### config.mk
export PLATFORM = sky130hd
export DESIGN_NAME = twsm_slave
export DESIGN_NICKNAME = d
export VERILOG_FILES = /design/src/rtl/twsm_pkg.sv /design/src/rtl/twsm_line_mon.sv /design/src/rtl/twsm_addr_match.sv /design/src/rtl/twsm_engine.sv /design/src/rtl/twsm_slave.sv
export SDC_FILE = /design/constraint.sdc
export NUM_CORES = 1
export LEC_CHECK = 0
export BUFFER_PORTS_ARGS = -buffer_cell sky130_fd_sc_hd__buf_4
export CAP_MARGIN = 10
export CORE_MARGIN = 2
export CORE_UTILIZATION = 37
export CTS_CLUSTER_SIZE = 16
export DETAILED_ROUTE_END_ITERATION = 10
export GPL_TIMING_DRIVEN = 0
export PLACE_DENSITY = 0.59
export SLEW_MARGIN = 20
export SYNTH_ARGS = -nofsm -noshare
export SYNTH_HDL_FRONTEND = slang
export SYNTH_SLANG_ARGS = --single-unit
### constraint.sdc
create_clock -name clk -period 3.7 [get_ports clk]
set_input_delay 0.555 -clock clk [delete_from_list [all_inputs] [get_ports clk]]
set_output_delay 0.555 -clock clk [all_outputs]
set_load 0.01 [all_outputs]
### src/rtl/twsm_pkg.sv
`timescale 1ns/1ps
package twsm_pkg;

  typedef enum logic [2:0] {
    ST_IDLE,
    ST_ADDR,
    ST_ADDR_ACK,
    ST_WR_BYTE,
    ST_WR_ACK,
    ST_RD_BYTE,
    ST_RD_MACK,
    ST_IGNORE
  } twsm_state_e;

  // Registered line events from the oversampling monitor
  typedef struct packed {
    logic scl_rise;
    logic scl_fall;
    logic start;
    logic stop;
    logic sda;
  } twsm_line_t;

endpackage

### src/rtl/twsm_line_mon.sv
`timescale 1ns/1ps
module twsm_line_mon
  import twsm_pkg::*;
#(
  parameter int SYNC_STAGES = 2
) (
  input  logic       clk,
  input  logic       rst,
  input  logic       scl_i,
  input  logic       sda_i,
  output twsm_line_t ev_o
);

  localparam int NLINES = 2;

  logic [NLINES-1:0] raw;
  logic [NLINES-1:0] now_v;
  logic [NLINES-1:0] prev_v;

  assign raw = {scl_i, sda_i};

  // One synchronizer chain per bus line
  for (genvar g = 0; g < NLINES; g++) begin : g_sync
    logic [SYNC_STAGES-1:0] chain;
    always_ff @(posedge clk) begin
      if (rst) begin
        chain     <= '1;
        prev_v[g] <= 1'b1;
      end else begin
        chain     <= {chain[SYNC_STAGES-2:0], raw[g]};
        prev_v[g] <= chain[SYNC_STAGES-1];
      end
    end
    assign now_v[g] = chain[SYNC_STAGES-1];
  end

  logic scl_s, sda_s, scl_q, sda_q;
  assign scl_s = now_v[1];
  assign sda_s = now_v[0];
  assign scl_q = prev_v[1];
  assign sda_q = prev_v[0];

  always_ff @(posedge clk) begin
    if (rst) begin
      ev_o <= '{scl_rise: 1'b0, scl_fall: 1'b0, start: 1'b0, stop: 1'b0, sda: 1'b1};
    end else begin
      ev_o.scl_rise <= scl_s & ~scl_q;
      ev_o.scl_fall <= ~scl_s & scl_q;
      ev_o.start    <= scl_s & scl_q & ~sda_s & sda_q;
      ev_o.stop     <= scl_s & scl_q & sda_s & ~sda_q;
      ev_o.sda      <= sda_s;
    end
  end

endmodule

### src/rtl/twsm_addr_match.sv
`timescale 1ns/1ps
module twsm_addr_match #(
  parameter int                  SEL_BITS     = 3,
  parameter logic [SEL_BITS-1:0] SEL_INV_MASK = 3'b101
) (
  input  logic [SEL_BITS-1:0] sel_field,
  input  logic [SEL_BITS-1:0] pins,
  output logic                hit
);

  logic [SEL_BITS-1:0] ok;

  // Each select bit compares either straight or inverted against its pin
  for (genvar g = 0; g < SEL_BITS; g++) begin : g_bit
    if (SEL_INV_MASK[g]) begin : g_inv
      assign ok[g] = (sel_field[g] == ~pins[g]);
    end else begin : g_dir
      assign ok[g] = (sel_field[g] == pins[g]);
    end
  end

  assign hit = &ok;

endmodule

### src/rtl/twsm_engine.sv
`timescale 1ns/1ps
module twsm_engine
  import twsm_pkg::*;
#(
  parameter int                  SEL_BITS     = 3,
  parameter int                  HI_BITS      = 4,
  parameter logic [SEL_BITS-1:0] SEL_INV_MASK = 3'b101
) (
  input  logic                            clk,
  input  logic                            rst,
  input  twsm_line_t                      ev,
  input  logic [SEL_BITS-1:0]             dev_sel_i,
  input  logic                            busy_i,
  input  logic [SEL_BITS+HI_BITS:0]       rd_data_i,
  output logic                            sda_drv_n_o,
  output logic                            addr_stb_o,
  output logic [HI_BITS-1:0]              addr_hi_o,
  output logic                            rw_o,
  output logic                            wr_stb_o,
  output logic                            wr_first_o,
  output logic [SEL_BITS+HI_BITS:0]       wr_byte_o,
  output logic                            rd_take_o,
  output logic                            stop_stb_o
);

  localparam int BYTE_W = SEL_BITS + HI_BITS + 1;
  localparam int CNT_W  = $clog2(BYTE_W + 1);
  localparam logic [CNT_W-1:0] FULL = CNT_W'(BYTE_W);

  twsm_state_e         state;
  logic [BYTE_W-1:0]   shreg;
  logic [CNT_W-1:0]    bit_cnt;
  logic                first_pend;
  logic                mack;
  logic                hit;
  logic                selected;

  twsm_addr_match #(
    .SEL_BITS    (SEL_BITS),
    .SEL_INV_MASK(SEL_INV_MASK)
  ) u_match (
    .sel_field(shreg[BYTE_W-1 -: SEL_BITS]),
    .pins     (dev_sel_i),
    .hit      (hit)
  );

  always_comb begin
    selected = (state == ST_ADDR_ACK) || (state == ST_WR_BYTE) ||
               (state == ST_WR_ACK)   || (state == ST_RD_BYTE) ||
               (state == ST_RD_MACK);
  end

  always_ff @(posedge clk) begin
    if (rst) begin
      state       <= ST_IDLE;
      shreg       <= '0;
      bit_cnt     <= '0;
      first_pend  <= 1'b0;
      mack        <= 1'b0;
      sda_drv_n_o <= 1'b1;
      addr_stb_o  <= 1'b0;
      addr_hi_o   <= '0;
      rw_o        <= 1'b0;
      wr_stb_o    <= 1'b0;
      wr_first_o  <= 1'b0;
      wr_byte_o   <= '0;
      rd_take_o   <= 1'b0;
      stop_stb_o  <= 1'b0;
    end else begin
      addr_stb_o <= 1'b0;
      wr_stb_o   <= 1'b0;
      rd_take_o  <= 1'b0;
      stop_stb_o <= 1'b0;

      if (ev.start) begin
        state       <= ST_ADDR;
        bit_cnt     <= '0;
        sda_drv_n_o <= 1'b1;
      end else if (ev.stop) begin
        stop_stb_o  <= selected;
        state       <= ST_IDLE;
        bit_cnt     <= '0;
        sda_drv_n_o <= 1'b1;
      end else begin
        unique case (state)
          ST_ADDR: begin
            if (ev.scl_rise && bit_cnt != FULL) begin
              shreg   <= {shreg[BYTE_W-2:0], ev.sda};
              bit_cnt <= bit_cnt + 1'b1;
            end else if (ev.scl_fall && bit_cnt == FULL) begin
              if (hit && !busy_i) begin
                sda_drv_n_o <= 1'b0;
                addr_stb_o  <= 1'b1;
                addr_hi_o   <= shreg[1 +: HI_BITS];
                rw_o        <= shreg[0];
                state       <= ST_ADDR_ACK;
              end else begin
                state <= ST_IGNORE;
              end
            end
          end

          ST_ADDR_ACK: begin
            if (ev.scl_fall) begin
              bit_cnt <= '0;
              if (rw_o) begin
                shreg       <= rd_data_i;
                sda_drv_n_o <= rd_data_i[BYTE_W-1];
                rd_take_o   <= 1'b1;
                state       <= ST_RD_BYTE;
              end else begin
                sda_drv_n_o <= 1'b1;
                first_pend  <= 1'b1;
                state       <= ST_WR_BYTE;
              end
            end
          end

          ST_WR_BYTE: begin
            if (ev.scl_rise && bit_cnt != FULL) begin
              shreg   <= {shreg[BYTE_W-2:0], ev.sda};
              bit_cnt <= bit_cnt + 1'b1;
            end else if (ev.scl_fall && bit_cnt == FULL) begin
              sda_drv_n_o <= 1'b0;
              wr_stb_o    <= 1'b1;
              wr_byte_o   <= shreg;
              wr_first_o  <= first_pend;
              first_pend  <= 1'b0;
              state       <= ST_WR_ACK;
            end
          end

          ST_WR_ACK: begin
            if (ev.scl_fall) begin
              sda_drv_n_o <= 1'b1;
              bit_cnt     <= '0;
              state       <= ST_WR_BYTE;
            end
          end

          ST_RD_BYTE: begin
            if (ev.scl_rise && bit_cnt != FULL) begin
              bit_cnt <= bit_cnt + 1'b1;
            end else if (ev.scl_fall) begin
              if (bit_cnt == FULL) begin
                sda_drv_n_o <= 1'b1;
                state       <= ST_RD_MACK;
              end else begin
                shreg       <= {shreg[BYTE_W-2:0], 1'b0};
                sda_drv_n_o <= shreg[BYTE_W-2];
              end
            end
          end

          ST_RD_MACK: begin
            if (ev.scl_rise) begin
              mack <= ~ev.sda;
            end else if (ev.scl_fall) begin
              bit_cnt <= '0;
              if (mack) begin
                shreg       <= rd_data_i;
                sda_drv_n_o <= rd_data_i[BYTE_W-1];
                rd_take_o   <= 1'b1;
                state       <= ST_RD_BYTE;
              end else begin
                state <= ST_IGNORE;
              end
            end
          end

          default: begin
            // idle or ignoring: only a start leaves these states
          end
        endcase
      end
    end
  end

endmodule

### src/rtl/twsm_slave.sv
`timescale 1ns/1ps
module twsm_slave
  import twsm_pkg::*;
#(
  parameter int SYNC_STAGES = 2,
  parameter int SEL_BITS    = 3,
  parameter int HI_BITS     = 4,
  parameter logic [SEL_BITS-1:0] SEL_INV_MASK = 3'b101
) (
  input  logic                      clk,
  input  logic                      rst,
  input  logic                      scl_i,
  input  logic                      sda_i,
  input  logic [SEL_BITS-1:0]       dev_sel_i,
  input  logic                      busy_i,
  input  logic [SEL_BITS+HI_BITS:0] rd_data_i,
  output logic                      sda_drv_n_o,
  output logic                      addr_stb_o,
  output logic [HI_BITS-1:0]        addr_hi_o,
  output logic                      rw_o,
  output logic                      wr_stb_o,
  output logic                      wr_first_o,
  output logic [SEL_BITS+HI_BITS:0] wr_byte_o,
  output logic                      rd_take_o,
  output logic                      stop_stb_o
);

  twsm_line_t ev;

  twsm_line_mon #(
    .SYNC_STAGES(SYNC_STAGES)
  ) u_line (
    .clk  (clk),
    .rst  (rst),
    .scl_i(scl_i),
    .sda_i(sda_i),
    .ev_o (ev)
  );

  twsm_engine #(
    .SEL_BITS    (SEL_BITS),
    .HI_BITS     (HI_BITS),
    .SEL_INV_MASK(SEL_INV_MASK)
  ) u_eng (
    .clk        (clk),
    .rst        (rst),
    .ev         (ev),
    .dev_sel_i  (dev_sel_i),
    .busy_i     (busy_i),
    .rd_data_i  (rd_data_i),
    .sda_drv_n_o(sda_drv_n_o),
    .addr_stb_o (addr_stb_o),
    .addr_hi_o  (addr_hi_o),
    .rw_o       (rw_o),
    .wr_stb_o   (wr_stb_o),
    .wr_first_o (wr_first_o),
    .wr_byte_o  (wr_byte_o),
    .rd_take_o  (rd_take_o),
    .stop_stb_o (stop_stb_o)
  );

endmodule

# Yosys cells after proc, flatten, opt, wreduce, memory -nomap -nowiden
# Cells that the tools add are included.
dict set report totals {
  reg_bits 46
  inputBits 16
  output_inout_bits 19
  word_cells 170
}
dict set report op_classes {
  add_sub_neg 1
  n_eq_ne 40
  mux 57
  bitwise 19
  n_reduce_logical 30
}
# op count
set op_table {}
lappend op_table {{$mux 8} 9}
lappend op_table {{$ne 4x4->1 const B} 11}
lappend op_table {{$mux 3} 13}
lappend op_table {{$reduce_and 12->1} 3}
lappend op_table {{$pmux 8 s4} 1}
lappend op_table {{$mux 1} 25}
lappend op_table {{$ne 2x2->1 const B} 12}
lappend op_table {{$pmux 3 s6} 1}
lappend op_table {{$reduce_and 13->1} 1}
lappend op_table {{$mux 4} 3}
lappend op_table {{$ne 2x1->1 const B} 6}
lappend op_table {{$not 1->1} 12}
lappend op_table {{$pmux 4 s3} 1}
lappend op_table {{$eq 3x3->1 const B} 3}
lappend op_table {{$reduce_or 3->1} 3}
lappend op_table {{$reduce_bool 8->1} 1}
lappend op_table {{$and 1x1->1} 7}
lappend op_table {{$reduce_and 7->1} 1}
lappend op_table {{$eq 3x2->1 const B} 2}
lappend op_table {{$pmux 1 s6} 1}
lappend op_table {{$reduce_and 3->1} 2}
lappend op_table {{$reduce_and 6->1} 1}
lappend op_table {{$reduce_bool 6->1} 1}
lappend op_table {{$reduce_or 6->1} 1}
lappend op_table {{17 further kinds} 26}

# Logic depth before layout (Yosys ltp)
dict set report logic_depth {
  ltp_word 10
  mapped_depth 8
  mapped_depth_nobuf 7
}

# Hierarchy
# Synthesis repeated with hierarchy kept, for this count alone.
dict set report unflattened {
  hier_cells 236
  area_unflattened_um2 2264.7
}
# module instances cells_each area_each_um2 seq_area_each_um2
set modules_own_cells {}
lappend modules_own_cells {twsm_engine 1 209 1925.6 720.7}
lappend modules_own_cells {twsm_line_mon 1 23 307.8 200.2}
lappend modules_own_cells {twsm_addr_match 1 4 31.3 0.0}

# Worst setup path before layout
# No wires, ideal clock.
dict set report synth_timing {
  path_kind {register -> register}
  startpoint {register u_eng.bit_cnt[0]}
  endpoint {register u_eng.shreg[6]}
  setup_ns 0.079
  arrival_ns 1.701
  t_required_ns 3.621
  path_slack_ns 1.920
  path_stages_with_launch 9
  n_path_buf 1
  period_less_slack_ns 1.780
  cell_sequence {dfxtp_1 inv_1 ha_1 nand3b_1 a211oi_1 nor4_4 buf_6 nor2_2 a211oi_2}
}
dict set report synth_between {
  elab_chain_len 4
  elab_cells_between_ends 7
  classes_between {5 x eq/ne; 2 x reduce/logical}
}
# item line_no
set synth_rtl {}
lappend synth_rtl {{start: declaration} twsm_engine.sv:32} ;# logic [CNT_W-1:0] bit_cnt;
lappend synth_rtl {{start signal: assignment} twsm_engine.sv:89} ;# bit_cnt <= bit_cnt + 1'b1;
lappend synth_rtl {{start signal: assignment} twsm_engine.sv:122} ;# bit_cnt <= bit_cnt + 1'b1;
lappend synth_rtl {{start signal: assignment} twsm_engine.sv:143} ;# bit_cnt <= bit_cnt + 1'b1;
lappend synth_rtl {{$ne 4x4->1} {twsm_engine.sv:87, twsm_engine.sv:120, twsm_engine.sv:142}}
lappend synth_rtl {{$logic_and 1x1->1} {twsm_engine.sv:87, twsm_engine.sv:120, twsm_engine.sv:142}}
lappend synth_rtl {{$ne 2x1->1 (no line) or $ne 2x2->1 (tied branches)} n/a}
lappend synth_rtl {{$reduce_and 12->1 (no line) (*)} n/a}
lappend synth_rtl {{end signal: assignment} twsm_engine.sv:88} ;# shreg <= {shreg[BYTE_W-2:0], ev.sda};
lappend synth_rtl {{end signal: assignment} twsm_engine.sv:121} ;# shreg <= {shreg[BYTE_W-2:0], ev.sda};
lappend synth_rtl {{end signal: assignment} twsm_engine.sv:149} ;# shreg <= {shreg[BYTE_W-2:0], 1'b0};
lappend synth_rtl {{end: declaration} twsm_engine.sv:31} ;# logic [BYTE_W-1:0] shreg;
# Mark *: on every way between the ends. The rest lies on a longest branch, timed or not.
# A chain may end at the register's enable or synchronous reset.

# Worst setup path in the final report
dict set report layout_timing {
  startpoint {register u_eng.bit_cnt[0]}
  endpoint {register u_eng.shreg[5]}
}
# Same word-level chain as after synthesis.

==> impl_metrics.ini <==
[status]
status = completed

[clocking]
cts_made_buffers = 5
cts_tree = done
cts_root_buf = clkbuf_8
htree_levels = 2
post_cts.repair.setup_buffers = 0
postCtsResizedCells = 0
clkLatencyLatePin_ps = 300
cts.clk_slew.worst_paths_ps = 90
ctsHoldBuffers = 0
clockBufferDepth = 2
cts.sinks = 46

[timing]
fin_tns_setup_ps = 0
finalClockSkew_ps = 6.43
rsz0062_at_grt = no
max_slew_margin = 0.623
max_slew.worst_pin.slew_ps = 564
hold_violations = 0
finalCritPeriodShare = 0.566
fin_crit_ps = 2100
setup_viol = 0
whs_ps = 413
max_freq_mhz = 477
maxSlewViolCount = 0

[global_route]
met2_usage = 0.271
grt_use_total = 0.165
grt_max_degree = 15
overflow = 0
grt_pass1_vias = 1717
use_met1 = 0.213
top_usage_layer = met2
met3_usage = 0.0391
grt_first_pass_wirelength_um = 8450
antenna_found_initial = 0

[die]
core_um2 = 5920
io_pins = 35
die_y_um = 82.3
row_count = 28
die_area_um2 = 6780
initial_core_util = 0.383
die_width_um = 82.3

[critical_path]
max_stage_delay_ps = 510
crit_chain = inv_1 > ha_1 > nand3b_1 > a211oi_1 > nor4_4 > buf_6 > nor2_2 > a211oi_2
end_kind = flop
arrival_ps = 2320
critPathBufInv = 2
critPathTopFamily = simple AND/OR/NAND/NOR gates
slowest_stage = nor4_4
crit_required_ps = 3930
path_class = flop to flop
start_kind = flop
worst-path-max-fanout = 10

[logic_synthesis]
syn-num-nets = 268
synth_warnings = 0
synth_area_um2 = 2270
syn_inst = 249
yosysUniqueCellTypes = 54
synth-seq-area-share = 0.406
synthArstFlopShare = 0
yosys-top-cells-area = dfxtp_1, mux2i_1, nor2_1, a211oi_1, a21oi_1
synth_top_area_frac = 0.406
synthFlopType = dfxtp_1
ys_seq_elements = 46
synth-edff-count = 0
synth_area_leader_cell = dfxtp_1
synth_area_per_cell_um2 = 9.12

[final_layout]
drive_above_1_share = 0.224
num-nets-final = 309
n_antenna_cell = 0
fillers = 596
syn2layout_area_growth_pct = 19.1
utilization = 0.456

[routing]
first_pass_iters = 4
viasPerCell = 5.16
drt-total-wl_um = 5220
drc_errors = 0
vias = 1882
drt_iter0_drc = 98
antenna_left = 0
post_drt_wl_per_cell_um = 14.3

[placement]
portBuffers = 34
dp_hpwl_um = 3870
gp_congestion = 0.864

[pwr]
peakVddDrop_uv = 281
power_density_nw_per_um2 = 543
power.leakage_nw = 1.10

[flow_run]
maxCapViolations = 0

[hold_path]
hold_class = flop to flop
==> synthesized netlist by cell type (all sizes together), types with 2 or more instances <==
master,n
dfxtp,46
nor2,39
mux2i,23
a211oi,11
a21oi,9
nand2,9
clkbuf,8
inv,8
o21ai,8
buf,7
or2,7
nor2b,6
nor3,6
nand2b,5
nand3,4
o22ai,4
a21o,3
ha,3
nand3b,3
nor3b,3
nor4,3
and2,2
and3,2
nand4,2
nand4b,2
o221ai,2
or3,2
or4,2
xnor2,2
xor2,2
==> area by class of cell <==
class	instances	area (um^2)	area share
multi-input combinational	180	1240	0.457
sequential	46	921	0.341
timing repair buffer	34	255	0.0944
tap	75	93.8	0.0347
buffer	15	82.6	0.0306
clock buffer	5	68.8	0.0255
inverter	8	30.0	0.0111
clock inverter	2	15.0	0.00556
==> report_power, final <==
group | leakage [nW] | switching (mW) | internal [mW]
Clock | 0.0362 | 0.170 | 0.129
Sequential | 0.374 | 0.0703 | 0.561
Combinational | 0.689 | 0.292 | 0.245
Total | 1.10 | 0.532 | 0.935
==> state kept, by name, summed over array words and instances, names as in the netlist <==
signal	count
u_eng.addr_hi_o	4
u_eng.addr_stb_o	1
u_eng.bit_cnt	4
u_eng.first_pend	1
u_eng.mack	1
u_eng.rd_take_o	1
u_eng.rw_o	1
u_eng.sda_drv_n_o	1
u_eng.shreg	8
u_eng.state	3
u_eng.stop_stb_o	1
u_eng.wr_byte_o	8
u_eng.wr_first_o	1
u_eng.wr_stb_o	1
u_line.ev_o	5
u_line.g_sync.chain	4
u_line.scl_q	1
==> logic make-up after synthesis <==
group / after synthesis / synth area share
flops: 46 / 0.406
simple gates: 100 / 0.240
compound gates: 48 / 0.160
mux: 24 / 0.108
buf+inv: 23 / 0.0496
fa+ha+maj: 4 / 0.0210
xor+xnor: 4 / 0.0154
==> routing by layer <==
| metal | wire [um] | up-vias |
|---|---|---|
| li1 | - | 971 |
| met1 | 2450 | 863 |
| met2 | 2460 | 39 |
| met3 | 213 | 9 |
| met4 | 90 | 0 |
| met5 | 0 | - |
==> through the flow <==
step	instances	setup WS, ps	total power, mW	cell area, um^2
2_1_floorplan	249	1920	1.06	2270
3_3_place_gp	358	1530	1.18	2620
3_5_place_dp	358	1540	1.18	2620
4_1_cts	365	1590	1.48	2700
5_1_grt	365	1470	1.56	2700
6_report	365	1600	1.47	2700
==> path summary, 6_finish.rpt <==
check | from | cells after the start | end | slack (ps)
max | u_eng.bit_cnt[0]$_SDFFE_PP0P_ | 8 | u_eng.shreg[5]$_SDFFE_PP0P_ | 1600
min | u_line.g_sync[1].chain[0]$_SDFF_PP1_ | 1 | u_line.g_sync[1].chain[1]$_SDFF_PP1_ | 410
max reg2reg | u_eng.bit_cnt[0]$_SDFFE_PP0P_ | 8 | u_eng.shreg[5]$_SDFFE_PP0P_ | 1600
min reg2reg | u_line.g_sync[1].chain[0]$_SDFF_PP1_ | 1 | u_line.g_sync[1].chain[1]$_SDFF_PP1_ | 410
==> placed cells by master (no fill, tap or decap), types with 3 or more instances in the layout <==
master / netlist / routed
inv_1: 8 / 8
a211oi_1: 9 / 9
nand3b_1: 3 / 3
a21o_1: 3 / 3
or2_2: 7 / 7
dfxtp_1: 46 / 46
a21oi_1: 9 / 9
nand2b_1: 4 / 4
nand3_1: 4 / 4
buf_4: 2 / 36
clkbuf_8: 0 / 5
mux2i_1: 23 / 23
nor2b_1: 6 / 6
buf_2: 3 / 3
nand2_1: 9 / 9
nor3b_1: 3 / 3
ha_1: 3 / 3
nor3_1: 6 / 6
nor2_1: 37 / 37
clkbuf_1: 8 / 8
o22ai_1: 4 / 4
o21ai_0: 8 / 8
Note: power is estimated with default switching activity, not from simulation.
